`src/rtl/lfm_pkg.sv`:
```
package lfm_pkg;

  typedef enum logic [1:0] {
    SEL_LINE_A = 2'b00,
    SEL_LINE_B = 2'b01,
    SEL_LOOP   = 2'b10
  } path_sel_e;

  localparam int NUM_BANDS = 4;

  function automatic longint lfm_max4(input longint a, input longint b,
                                      input longint c, input longint d);
    longint m;
    m = a;
    if (b > m) m = b;
    if (c > m) m = c;
    if (d > m) m = d;
    return m;
  endfunction

  function automatic longint lfm_tol(input longint expect_cnt, input longint ppm);
    return (expect_cnt * ppm) / 64'sd1000000;
  endfunction

endpackage

```
`src/rtl/lfm_sync.sv`:
```
module lfm_sync #(
  parameter int W = 1
) (
  input  logic         clk,
  input  logic         rst_n,
  input  logic [W-1:0] d,
  output logic [W-1:0] q
);
  logic [W-1:0] s1_q, s2_q;
  logic [W-1:0] s1_d, s2_d;

  always_comb begin
    s1_d = d;
    s2_d = s1_q;
  end

  always_ff @(posedge clk or negedge rst_n) begin
    if (!rst_n) begin
      s1_q <= '0;
      s2_q <= '0;
    end else begin
      s1_q <= s1_d;
      s2_q <= s2_d;
    end
  end

  assign q = s2_q;
endmodule

```
`src/rtl/lfm_run_check.sv`:
```
module lfm_run_check #(
  parameter int MAX_RUN = 5
) (
  input  logic clk,
  input  logic rst_n,
  input  logic bit_in,
  output logic dens_ok
);
  localparam int RW = $clog2(MAX_RUN + 2) + 1;
  localparam logic [RW-1:0] RUN_LIM = RW'(MAX_RUN);

  logic          prev_q, prev_d;
  logic [RW-1:0] run_q, run_d;

  always_comb begin
    prev_d = bit_in;
    run_d  = run_q;
    if (bit_in != prev_q) begin
      run_d = RW'(1);
    end else if (run_q <= RUN_LIM) begin
      run_d = run_q + RW'(1);
    end
  end

  always_ff @(posedge clk or negedge rst_n) begin
    if (!rst_n) begin
      prev_q <= 1'b0;
      run_q  <= RW'(1);
    end else begin
      prev_q <= prev_d;
      run_q  <= run_d;
    end
  end

  assign dens_ok = (run_q <= RUN_LIM);
endmodule

```
`src/rtl/lfm_path_sel.sv`:
```
module lfm_path_sel
  import lfm_pkg::*;
(
  input  logic      clk,
  input  logic      rst_n,
  input  logic      line_b_sel,
  input  logic      loop_en,
  output path_sel_e sel_q,
  output logic      sel_chg
);
  path_sel_e sel_d;

  always_comb begin
    if (loop_en)         sel_d = SEL_LOOP;
    else if (line_b_sel) sel_d = SEL_LINE_B;
    else                 sel_d = SEL_LINE_A;
    sel_chg = (sel_d != sel_q);
  end

  always_ff @(posedge clk or negedge rst_n) begin
    if (!rst_n) sel_q <= SEL_LINE_A;
    else        sel_q <= sel_d;
  end

  // loopback request wins over line choice on the next edge
  p_loop_wins_r5: assert property (@(posedge clk) disable iff (!rst_n)
    loop_en |=> (sel_q == SEL_LOOP));
endmodule

```
`src/rtl/lfm_freq_window.sv`:
```
module lfm_freq_window
  import lfm_pkg::*;
#(
  parameter int WIN_REF  = 2500,
  parameter int PPM_TOL  = 400,
  parameter int RATIO_B0 = 4,
  parameter int RATIO_B1 = 8,
  parameter int RATIO_B2 = 20,
  parameter int RATIO_B3 = 40
) (
  input  logic       clk,
  input  logic       rst_n,
  input  logic       ref_lvl,
  input  logic [1:0] band,
  input  logic       sel_chg,
  output logic       freq_ok
);
  localparam longint RMAX = lfm_max4(RATIO_B0, RATIO_B1, RATIO_B2, RATIO_B3);
  localparam longint CMAX = longint'(WIN_REF) * RMAX * 2 + 4;
  localparam int     CW   = $clog2(CMAX + 1);
  localparam int     TW   = $clog2(WIN_REF + 1);
  localparam logic [TW-1:0] LAST_TICK = TW'(WIN_REF - 1);

  function automatic longint ratio_of(input int b);
    case (b)
      0:       return longint'(RATIO_B0);
      1:       return longint'(RATIO_B1);
      2:       return longint'(RATIO_B2);
      default: return longint'(RATIO_B3);
    endcase
  endfunction

  logic [CW-1:0] lo_b [NUM_BANDS];
  logic [CW-1:0] hi_b [NUM_BANDS];

  for (genvar b = 0; b < NUM_BANDS; b++) begin : g_band
    localparam longint EXP_CNT = longint'(WIN_REF) * ratio_of(b);
    localparam longint TOL_CNT = lfm_tol(EXP_CNT, longint'(PPM_TOL));
    assign lo_b[b] = CW'(EXP_CNT - TOL_CNT);
    assign hi_b[b] = CW'(EXP_CNT + TOL_CNT);
  end

  logic          ref_prev_q;
  logic          ref_tick;
  logic [1:0]    band_q;
  logic          primed_q, primed_d;
  logic [TW-1:0] tick_q, tick_d;
  logic [CW-1:0] cyc_q, cyc_d;
  logic          ok_q, ok_d;
  logic [CW-1:0] lo_sel, hi_sel;
  logic          restart;

  assign ref_tick = ref_lvl ^ ref_prev_q;
  assign lo_sel   = lo_b[band_q];
  assign hi_sel   = hi_b[band_q];
  assign restart  = sel_chg | (band != band_q);

  always_comb begin
    primed_d = primed_q;
    tick_d   = tick_q;
    cyc_d    = cyc_q;
    ok_d     = ok_q;
    if (restart) begin
      primed_d = 1'b0;
      ok_d     = 1'b0;
      tick_d   = '0;
      cyc_d    = '0;
    end else if (!primed_q) begin
      if (ref_tick) begin
        primed_d = 1'b1;
        tick_d   = '0;
        cyc_d    = CW'(1);
      end
    end else if (ref_tick && (tick_q == LAST_TICK)) begin
      ok_d   = (cyc_q >= lo_sel) && (cyc_q <= hi_sel);
      tick_d = '0;
      cyc_d  = CW'(1);
    end else if (cyc_q > hi_sel) begin
      ok_d     = 1'b0;
      primed_d = 1'b0;
      tick_d   = '0;
      cyc_d    = '0;
    end else begin
      cyc_d = cyc_q + CW'(1);
      if (ref_tick) tick_d = tick_q + TW'(1);
    end
  end

  always_ff @(posedge clk or negedge rst_n) begin
    if (!rst_n) begin
      ref_prev_q <= 1'b0;
      band_q     <= 2'b00;
      primed_q   <= 1'b0;
      tick_q     <= '0;
      cyc_q      <= '0;
      ok_q       <= 1'b0;
    end else begin
      ref_prev_q <= ref_lvl;
      band_q     <= band;
      primed_q   <= primed_d;
      tick_q     <= tick_d;
      cyc_q      <= cyc_d;
      ok_q       <= ok_d;
    end
  end

  assign freq_ok = ok_q;

  // a passing verdict only appears at a window-closing reference tick
  p_rise_on_tick_r2: assert property (@(posedge clk) disable iff (!rst_n)
    $rose(ok_q) |-> $past(ref_tick));

  // a restart request clears the verdict on the next edge
  p_restart_clears_r7: assert property (@(posedge clk) disable iff (!rst_n)
    restart |=> !ok_q);

  // a missing reference never lets the count run beyond one past the bound
  p_cyc_bound_r8: assert property (@(posedge clk) disable iff (!rst_n)
    (cyc_q <= hi_sel) || (cyc_q == hi_sel + CW'(1)));
endmodule

```
`src/rtl/link_fault_mon.sv`:
```
module link_fault_mon
  import lfm_pkg::*;
#(
  parameter int WIN_REF  = 2500,
  parameter int PPM_TOL  = 400,
  parameter int RATIO_B0 = 4,
  parameter int RATIO_B1 = 8,
  parameter int RATIO_B2 = 20,
  parameter int RATIO_B3 = 40,
  parameter int MAX_RUN  = 5
) (
  input  logic       rx_clk,
  input  logic       rst_n,
  input  logic       line_b_sel,
  input  logic       loop_en,
  input  logic       spd_sel,
  input  logic       rng_sel,
  input  logic       fifo_bypass,
  input  logic       amp_ok,
  input  logic       carrier_ok,
  input  logic       bist_on,
  input  logic       tx_halt,
  input  logic       ref_tog,
  input  logic       rx_bit,
  output logic [1:0] path_sel,
  output logic       link_fault
);
  localparam int NST = 4;

  // reset: asserted asynchronously, released after two rx_clk edges
  logic [1:0] rst_q;
  logic       rst_i_n;
  always_ff @(posedge rx_clk or negedge rst_n) begin
    if (!rst_n) rst_q <= 2'b00;
    else        rst_q <= {rst_q[0], 1'b1};
  end
  assign rst_i_n = rst_q[1];

  // status synchronizers
  logic [NST-1:0] st_raw, st_s;
  assign st_raw = {amp_ok, carrier_ok, bist_on, tx_halt};

  lfm_sync #(.W(NST)) u_st_sync (
    .clk   (rx_clk),
    .rst_n (rst_i_n),
    .d     (st_raw),
    .q     (st_s)
  );

  logic ref_s;
  lfm_sync #(.W(1)) u_ref_sync (
    .clk   (rx_clk),
    .rst_n (rst_i_n),
    .d     (ref_tog),
    .q     (ref_s)
  );

  // stream selection
  path_sel_e sel_q;
  logic      sel_chg;
  lfm_path_sel u_sel (
    .clk        (rx_clk),
    .rst_n      (rst_i_n),
    .line_b_sel (line_b_sel),
    .loop_en    (loop_en),
    .sel_q      (sel_q),
    .sel_chg    (sel_chg)
  );
  assign path_sel = sel_q;

  // band decode: range forced low for low speed with FIFOs bypassed
  logic       rng_eff;
  logic [1:0] band;
  assign rng_eff = (!spd_sel && fifo_bypass) ? 1'b0 : rng_sel;
  assign band    = {spd_sel, rng_eff};

  logic freq_ok;
  lfm_freq_window #(
    .WIN_REF  (WIN_REF),
    .PPM_TOL  (PPM_TOL),
    .RATIO_B0 (RATIO_B0),
    .RATIO_B1 (RATIO_B1),
    .RATIO_B2 (RATIO_B2),
    .RATIO_B3 (RATIO_B3)
  ) u_freq (
    .clk     (rx_clk),
    .rst_n   (rst_i_n),
    .ref_lvl (ref_s),
    .band    (band),
    .sel_chg (sel_chg),
    .freq_ok (freq_ok)
  );

  logic dens_ok;
  lfm_run_check #(.MAX_RUN(MAX_RUN)) u_run (
    .clk     (rx_clk),
    .rst_n   (rst_i_n),
    .bit_in  (rx_bit),
    .dens_ok (dens_ok)
  );

  // combine and register the indicator
  logic st_good, link_ok, fault_d;
  always_comb begin
    st_good = st_s[3] & st_s[2] & ~st_s[1] & ~st_s[0];
    link_ok = st_good & dens_ok & freq_ok;
    fault_d = ~link_ok;
  end

  always_ff @(posedge rx_clk or negedge rst_i_n) begin
    if (!rst_i_n) link_fault <= 1'b1;
    else          link_fault <= fault_d;
  end

  // a clear indicator requires a passing frequency verdict one edge before
  p_clear_needs_freq_r1: assert property (@(posedge rx_clk) disable iff (!rst_i_n)
    !link_fault |-> $past(freq_ok));

  // an over-long bit run forces the fault on the next edge
  p_density_fault_r6: assert property (@(posedge rx_clk) disable iff (!rst_i_n)
    !dens_ok |=> link_fault);

  // a new stream code is followed by a fault
  p_sel_change_fault_r7: assert property (@(posedge rx_clk) disable iff (!rst_i_n)
    (path_sel != $past(path_sel)) |=> link_fault);
endmodule

```
`config.mk`:
```
export PLATFORM = sky130hd
export DESIGN_NAME = link_fault_mon
export DESIGN_NICKNAME = d
export VERILOG_FILES = /design/src/rtl/lfm_pkg.sv /design/src/rtl/lfm_sync.sv /design/src/rtl/lfm_run_check.sv /design/src/rtl/lfm_path_sel.sv /design/src/rtl/lfm_freq_window.sv /design/src/rtl/link_fault_mon.sv
export SDC_FILE = /design/constraint.sdc
export NUM_CORES = 1
export LEC_CHECK = 0
export BUFFER_PORTS_ARGS = -buffer_cell sky130_fd_sc_hd__buf_2
export CAP_MARGIN = 0
export CORE_ASPECT_RATIO = 1.4
export CORE_MARGIN = 4
export CORE_UTILIZATION = 55
export CTS_CLUSTER_DIAMETER = 200
export DETAILED_ROUTE_END_ITERATION = 10
export PLACE_DENSITY = 0.73
export SYNTH_ARGS = -nofsm -noshare
export SYNTH_HDL_FRONTEND = slang
export SYNTH_SLANG_ARGS = --single-unit
```
`constraint.sdc`:
```
create_clock -name rx_clk -period 1.7 [get_ports rx_clk]
set_input_delay 0.255 -clock rx_clk [delete_from_list [all_inputs] [get_ports rx_clk]]
set_output_delay 0.255 -clock rx_clk [all_outputs]
set_load 0.02 [all_outputs]
```
### Word level (Yosys, flattened, before mapping)

Cells that the tools add are included.

* bitwise operators: 11
* $mul: 0
* add/sub/neg operators: 3
* div/mod/pow operators: 0
* shifts and indexed selects: 0
* eq/ne operators: 4
* muxes and demuxes: 31
* $lt $le $gt $ge: 5
* reduce and logical (&&, ||, !) cells: 11

Operators with widths (number)
* 18-bit two-way mux: 9
* 18-bit binary-select mux with 2-bit select: 2
* 12-bit two-way mux: 6
* 18-bit by 1-bit adder with 18-bit output, second input constant: 1
* 18-bit >= comparator: 1
* 18-bit greater-than comparator: 1
* 18-bit <= comparator: 1
* 12-bit by 1-bit adder with 12-bit output, second input constant: 1
* 12-bit equality test, second input constant: 1
* 1-bit two-way mux: 11
* 4-bit two-way mux: 2
* 3-bit nonzero test: 2
* 1-bit AND: 5
* 4-bit by 1-bit adder with 4-bit output, second input constant: 1
* 4-bit by 3-bit <= comparator with 1-bit output, second input constant: 1
* 2-bit inequality test: 2
* 2-bit AND reduction: 2
* 2-bit nonzero test: 2
* 4-bit nonzero test: 1
* 3-bit >= comparator, second input constant: 1
* 1-bit logical AND: 3
* 1-bit inverter: 3
* 2-bit inverter with 3-bit output: 1
* 2-bit two-way mux: 1
* 4 further kinds: 4

* logic and storage cells: 80
* RAM bits: 0
* input port bits: 13
* bits in read-only memories: 0
* bits in latches: 0
* memories: 0
* register bits after elaboration: 55

### Longest topological paths before layout

* depth in word-level cells: 9
* depth in mapped cells: 12
* gate-level depth less buffers: 10

### By module

From an unflattened synthesis, not the netlist that was laid out.

* cell total of the unflattened synthesis: 322
* area, all modules: 3146.8 um^2

By module, submodules not included
* lfm_freq_window: instances 1, area each 2432.3 um^2, cells an instance 271
* lfm_run_check: instances 1, area each 274.0 um^2, cells an instance 26
* lfm_sync (u_st_sync): instances 1, area each 200.2 um^2, cells an instance 8
* link_fault_mon: instances 1, area each 108.9 um^2, cells an instance 8
* lfm_path_sel: instances 1, area each 81.3 um^2, cells an instance 7
* lfm_sync (u_ref_sync): instances 1, area each 50.0 um^2, cells an instance 2

### Worst setup path after synthesis

OpenSTA, ideal clock, no wires.

* kind: register to register
* start: register u_freq.band_q[1]
* end: register u_freq.cyc_q[15]
* data required time: 1618 ps
* arrival: 2563 ps
* setup slack: -945 ps
* setup time: 82 ps
* stages on the path, launching flop included: 11
* path buffers: 0
* path through: dfrtp_1 > inv_1 > ha_1 > inv_1 > ha_1 > a211o_1 > a2111oi_1 > nand4_1 > nand4_2 > or4b_1 > a31oi_1

* cells in the longest elaborated chain, start to end: 9
* elaborated cells between the ends (all ways): 12
* classes of those cells: 1 x order compare; 1 x eq/ne; 7 x mux; 2 x bitwise; 1 x reduce/logical

Ends and longest elaborated chain
* start: declaration: RTL line lfm_freq_window.sv:45 `logic [1:0] band_q;`
* start signal: assignment: RTL line lfm_freq_window.sv:99 `band_q <= band;`
* 2-bit inverter with 3-bit output (implied by the code): RTL line lfm_freq_window.sv:55 `assign hi_sel = hi_b[band_q];`
* 18-bit binary-select mux with 2-bit select: RTL line lfm_freq_window.sv:55
* 18-bit two-way mux (implied by the code) (2 in series): RTL line lfm_freq_window.sv:55
* 18-bit greater-than comparator: RTL line lfm_freq_window.sv:78 `end else if (cyc_q > hi_sel) begin`
* 18-bit two-way mux: RTL line lfm_freq_window.sv:78
* 18-bit two-way mux: RTL line lfm_freq_window.sv:74 `end else if (ref_tick && (tick_q == LAST_TICK)) begin`
* 18-bit two-way mux: RTL line lfm_freq_window.sv:68 `end else if (!primed_q) begin`
* 18-bit two-way mux: RTL line lfm_freq_window.sv:63 `if (restart) begin`
* end signal: assignment: RTL line lfm_freq_window.sv:102 `cyc_q <= cyc_d;`
* end: declaration: RTL line lfm_freq_window.sv:48 `logic [CW-1:0] cyc_q, cyc_d;`

Several ways; a longest one is shown, not always the timed one. The select of a mux whose other input is x is not followed.
A chain may end at the register's enable or synchronous reset.

### Worst setup path in the final report

Ends and elaborated chain as after synthesis.

==> flow_summary.ini <==
[run_status]
status = finished, violations left
violations = negative setup slack

[drt]
num_vias = 2927
avgRoutedWirePerCell_um = 15.9
post_drt_via_cell_ratio = 5.78
drt_first_pass_iters = 4
dr.first_iter.drc_count = 131
drc = 0
ant_nets = 0
postRouteWirelength_um = 8050

[clocking]
clk_latency_ps = 320
cts-root-buf = clkbuf_8
clk_pin_slew_worst_paths_ps = 100
cts_tree = done
clk_path_buf_depth = 2
cts-htree-levels = 2
clock-sinks = 55
numCtsBuffers = 5

[timing]
worst_slew_pin_slew_ps = 534
relSlewSlack = 0.642
finalCriticalPeriod_ps = 2620
setup_tns_ps = -26170
final.setup.worst_slack_ps = -919
rsz0062_at_grt = true
finalMaxSlewViolations = 0
holdWs_ps = 36.1
fmax_mhz = 382
setup_viol = 32
hold_viol_final = 0
fin_crit_sh = 1.54
skew_ps = 9.66

[pwr]
p_comb_frac = 0.169
intPower_mw = 1.90
p_leak_nw = 2.24
p_per_area_nw_per_um2 = 616
power_frac_seq = 0.539
total_power_mw = 2.67
swShare = 0.288
pwr-share-clk = 0.291
switchingPower_uw = 770
ir_worst_vdd_uv = 757

[placed_design]
globalplace.congestion = 0.886
dpl.hpwl_um = 5890
place_ws_ps = -902
io_buffers = 15

[setup_path]
crit_family = simple AND/OR/NAND/NOR gates
crit_arrival_ps = 2870
cp-end-kind = flop
path_buf_inv = 2
critPathKind = reg -> reg
cp_slowest_cell = dfrtp_2
path_cells = inv_4 -> ha_4 -> inv_2 -> ha_4 -> a211o_1 -> a2111oi_4 -> nand4_1 -> nand4_4 -> or4b_1 -> a31oi_1
worstPathRequired_ps = 1950
cp_max_fo = 6
path_common_cell = ha_4
max_stage_delay_ps = 460
cp-start-kind = flop

[floorplanning]
dieArea_um2 = 7260
rows = 33
dieWidth_um = 73.2
core-area_um2 = 5820
die_h_um = 99.2
io_pins = 16
start_util = 0.562

[finish]
num-fill-cells = 409
syn_to_final_growth_pct = 32.7
drive_gt1_frac = 0.326
insertedDiodeCount = 0
final_common_cell = buf_4
final_cell_mix = buf_4, dfrtp_1, nand3_1
nets = 473

[synthesis]
syn-instance-count = 337
synth_fp_nets = 375
ys_async_sr_fraction = 1.00
synth_seq_cells = 55
ys_types = 53
synth_area_per_cell_um2 = 9.71
syn_area_um2 = 3270
synth_edf_count = 0
ys_seq_area_frac = 0.422
synth-main-ff-cell = dfrtp_1
synth_warnings = 0

[grt]
grt_max_degree = 37
gr-usage-all-layers = 0.233
grt_pass1_vias = 2927
grt_pass1_wl_um = 13300
gr-total-overflow = 0
antenna_found_initial = 0

[worst_hold_path]
hold_class = in -> reg

[run]
maxCapViolations = 0
## layout make-up
class | instances | area [um^2] | area share
inverters | 19 | 78.8 | 0.0182
flip-flops and latches | 55 | 1380 | 0.318
multi-input cells | 251 | 1920 | 0.441
clock buffers | 5 | 68.8 | 0.0159
well taps | 70 | 87.6 | 0.0202
repair buffers | 103 | 782 | 0.180
clock inverters | 3 | 26.3 | 0.00605
## logic make-up after synthesis
group           Yosys count  synth area share
compound gates           68             0.154
flops                    55             0.422
other cells               1           0.00115
mux                       4            0.0126
xor+xnor                 11            0.0318
fa+ha+maj                25            0.0956
buf+inv                  31            0.0432
simple gates            142             0.240
## flip-flops by register name, summed over array words and instances, names as in the netlist
signal	count
rst_q	2
u_freq.cyc_q	18
u_freq.ref_prev_q	1
u_ref_sync.q	1
u_freq.band_q	2
u_freq.primed_q	1
u_st_sync.s1_q	4
u_st_sync.q	4
u_sel.sel_q	2
u_freq.freq_ok	1
u_freq.tick_q	12
link_fault	1
u_run.prev_q	1
u_run.run_q	4
u_ref_sync.s1_q	1
## power by group through the flow
stage	registers [mW]	clock network, mW	logic [mW]
2_1_floorplan	1.47	0	0.244
4_1_cts	1.44	0.798	0.434
3_3_place_gp	1.46	0	0.400
3_5_place_dp	1.47	0	0.420
6_report	1.44	0.780	0.452
5_1_grt	1.46	0.843	0.526
## cells in the mapped netlist (all sizes together), types with 3 or more instances
library cell,instances,area (um^2)
nand2b,4,25.0
nand3,26,130
buf,9,58.8
nor3,16,80.1
xnor2,5,51.3
nand4b,3,26.3
a21oi,7,35.0
dfrtp,53,1330
o211a,11,110
nand2,24,90.1
xor2,6,52.6
nor2,14,52.6
and2,12,75.1
a31oi,13,81.3
nor2b,8,50.1
a21o,10,75.1
o21ai,6,30.0
and3,5,31.3
ha,25,313
and4,4,35.0
clkbuf,3,11.3
inv,19,71.3
nor4,4,25.0
nand4,12,81.3
mux2i,3,30.0
o2111ai,3,26.3
a211o,3,26.3
o211ai,3,22.5
## metrics by stage
| step | cell area [um^2] | utilization | cells |
|---|---|---|---|
| final | 4340 | 0.746 | 506 |
| after global routing | 4340 | 0.746 | 506 |
| after CTS | 4200 | 0.722 | 498 |
| after detailed placement | 4060 | 0.698 | 488 |
| after global placement | 4060 | 0.698 | 488 |
| after floorplan | 3350 | - | 337 |
## metal layers
layer / up-vias / global-route usage / wire length (um)
met2: 67 / 0.415 / 4360
met3: 21 / 0.0313 / 238
li1: 1435 / - / -
met1: 1404 / 0.272 / 3180
met4: 0 / 0.101 / 272
met5: - / 0 / 0
## what timing repair did
action | CTS | global route
endpoints found under the setup margin | 32 | 32
cloned | 0 | 1
gates resized for setup | 5 | 21
pin swaps | 4 | 6
hold endpoints to repair | 2 | 0
setup buffers | 1 | 7
hold buffers | 1 | 0
## path summary, 6_finish.rpt
| kind | startpoint | to | slack [ps] | cells past startpoint |
|---|---|---|---|---|
| min in group asynchronous | rst_q[1] | u_freq.cyc_q[2] | 190 | 0 |
| min reg2reg | rst_q[1] | u_freq.cyc_q[2] | 190 | 0 |
| max in group asynchronous | rst_q[1] | u_freq.band_q[1] | 960 | 1 |
| min | tx_halt | u_st_sync.s1_q[0] | 40 | 1 |
| max | u_freq.band_q[1] | u_freq.cyc_q[15] | -920 | 10 |
| max reg2reg | u_freq.band_q[1] | u_freq.cyc_q[15] | -920 | 10 |
No activity file was read; power rests on OpenSTA's default activity.
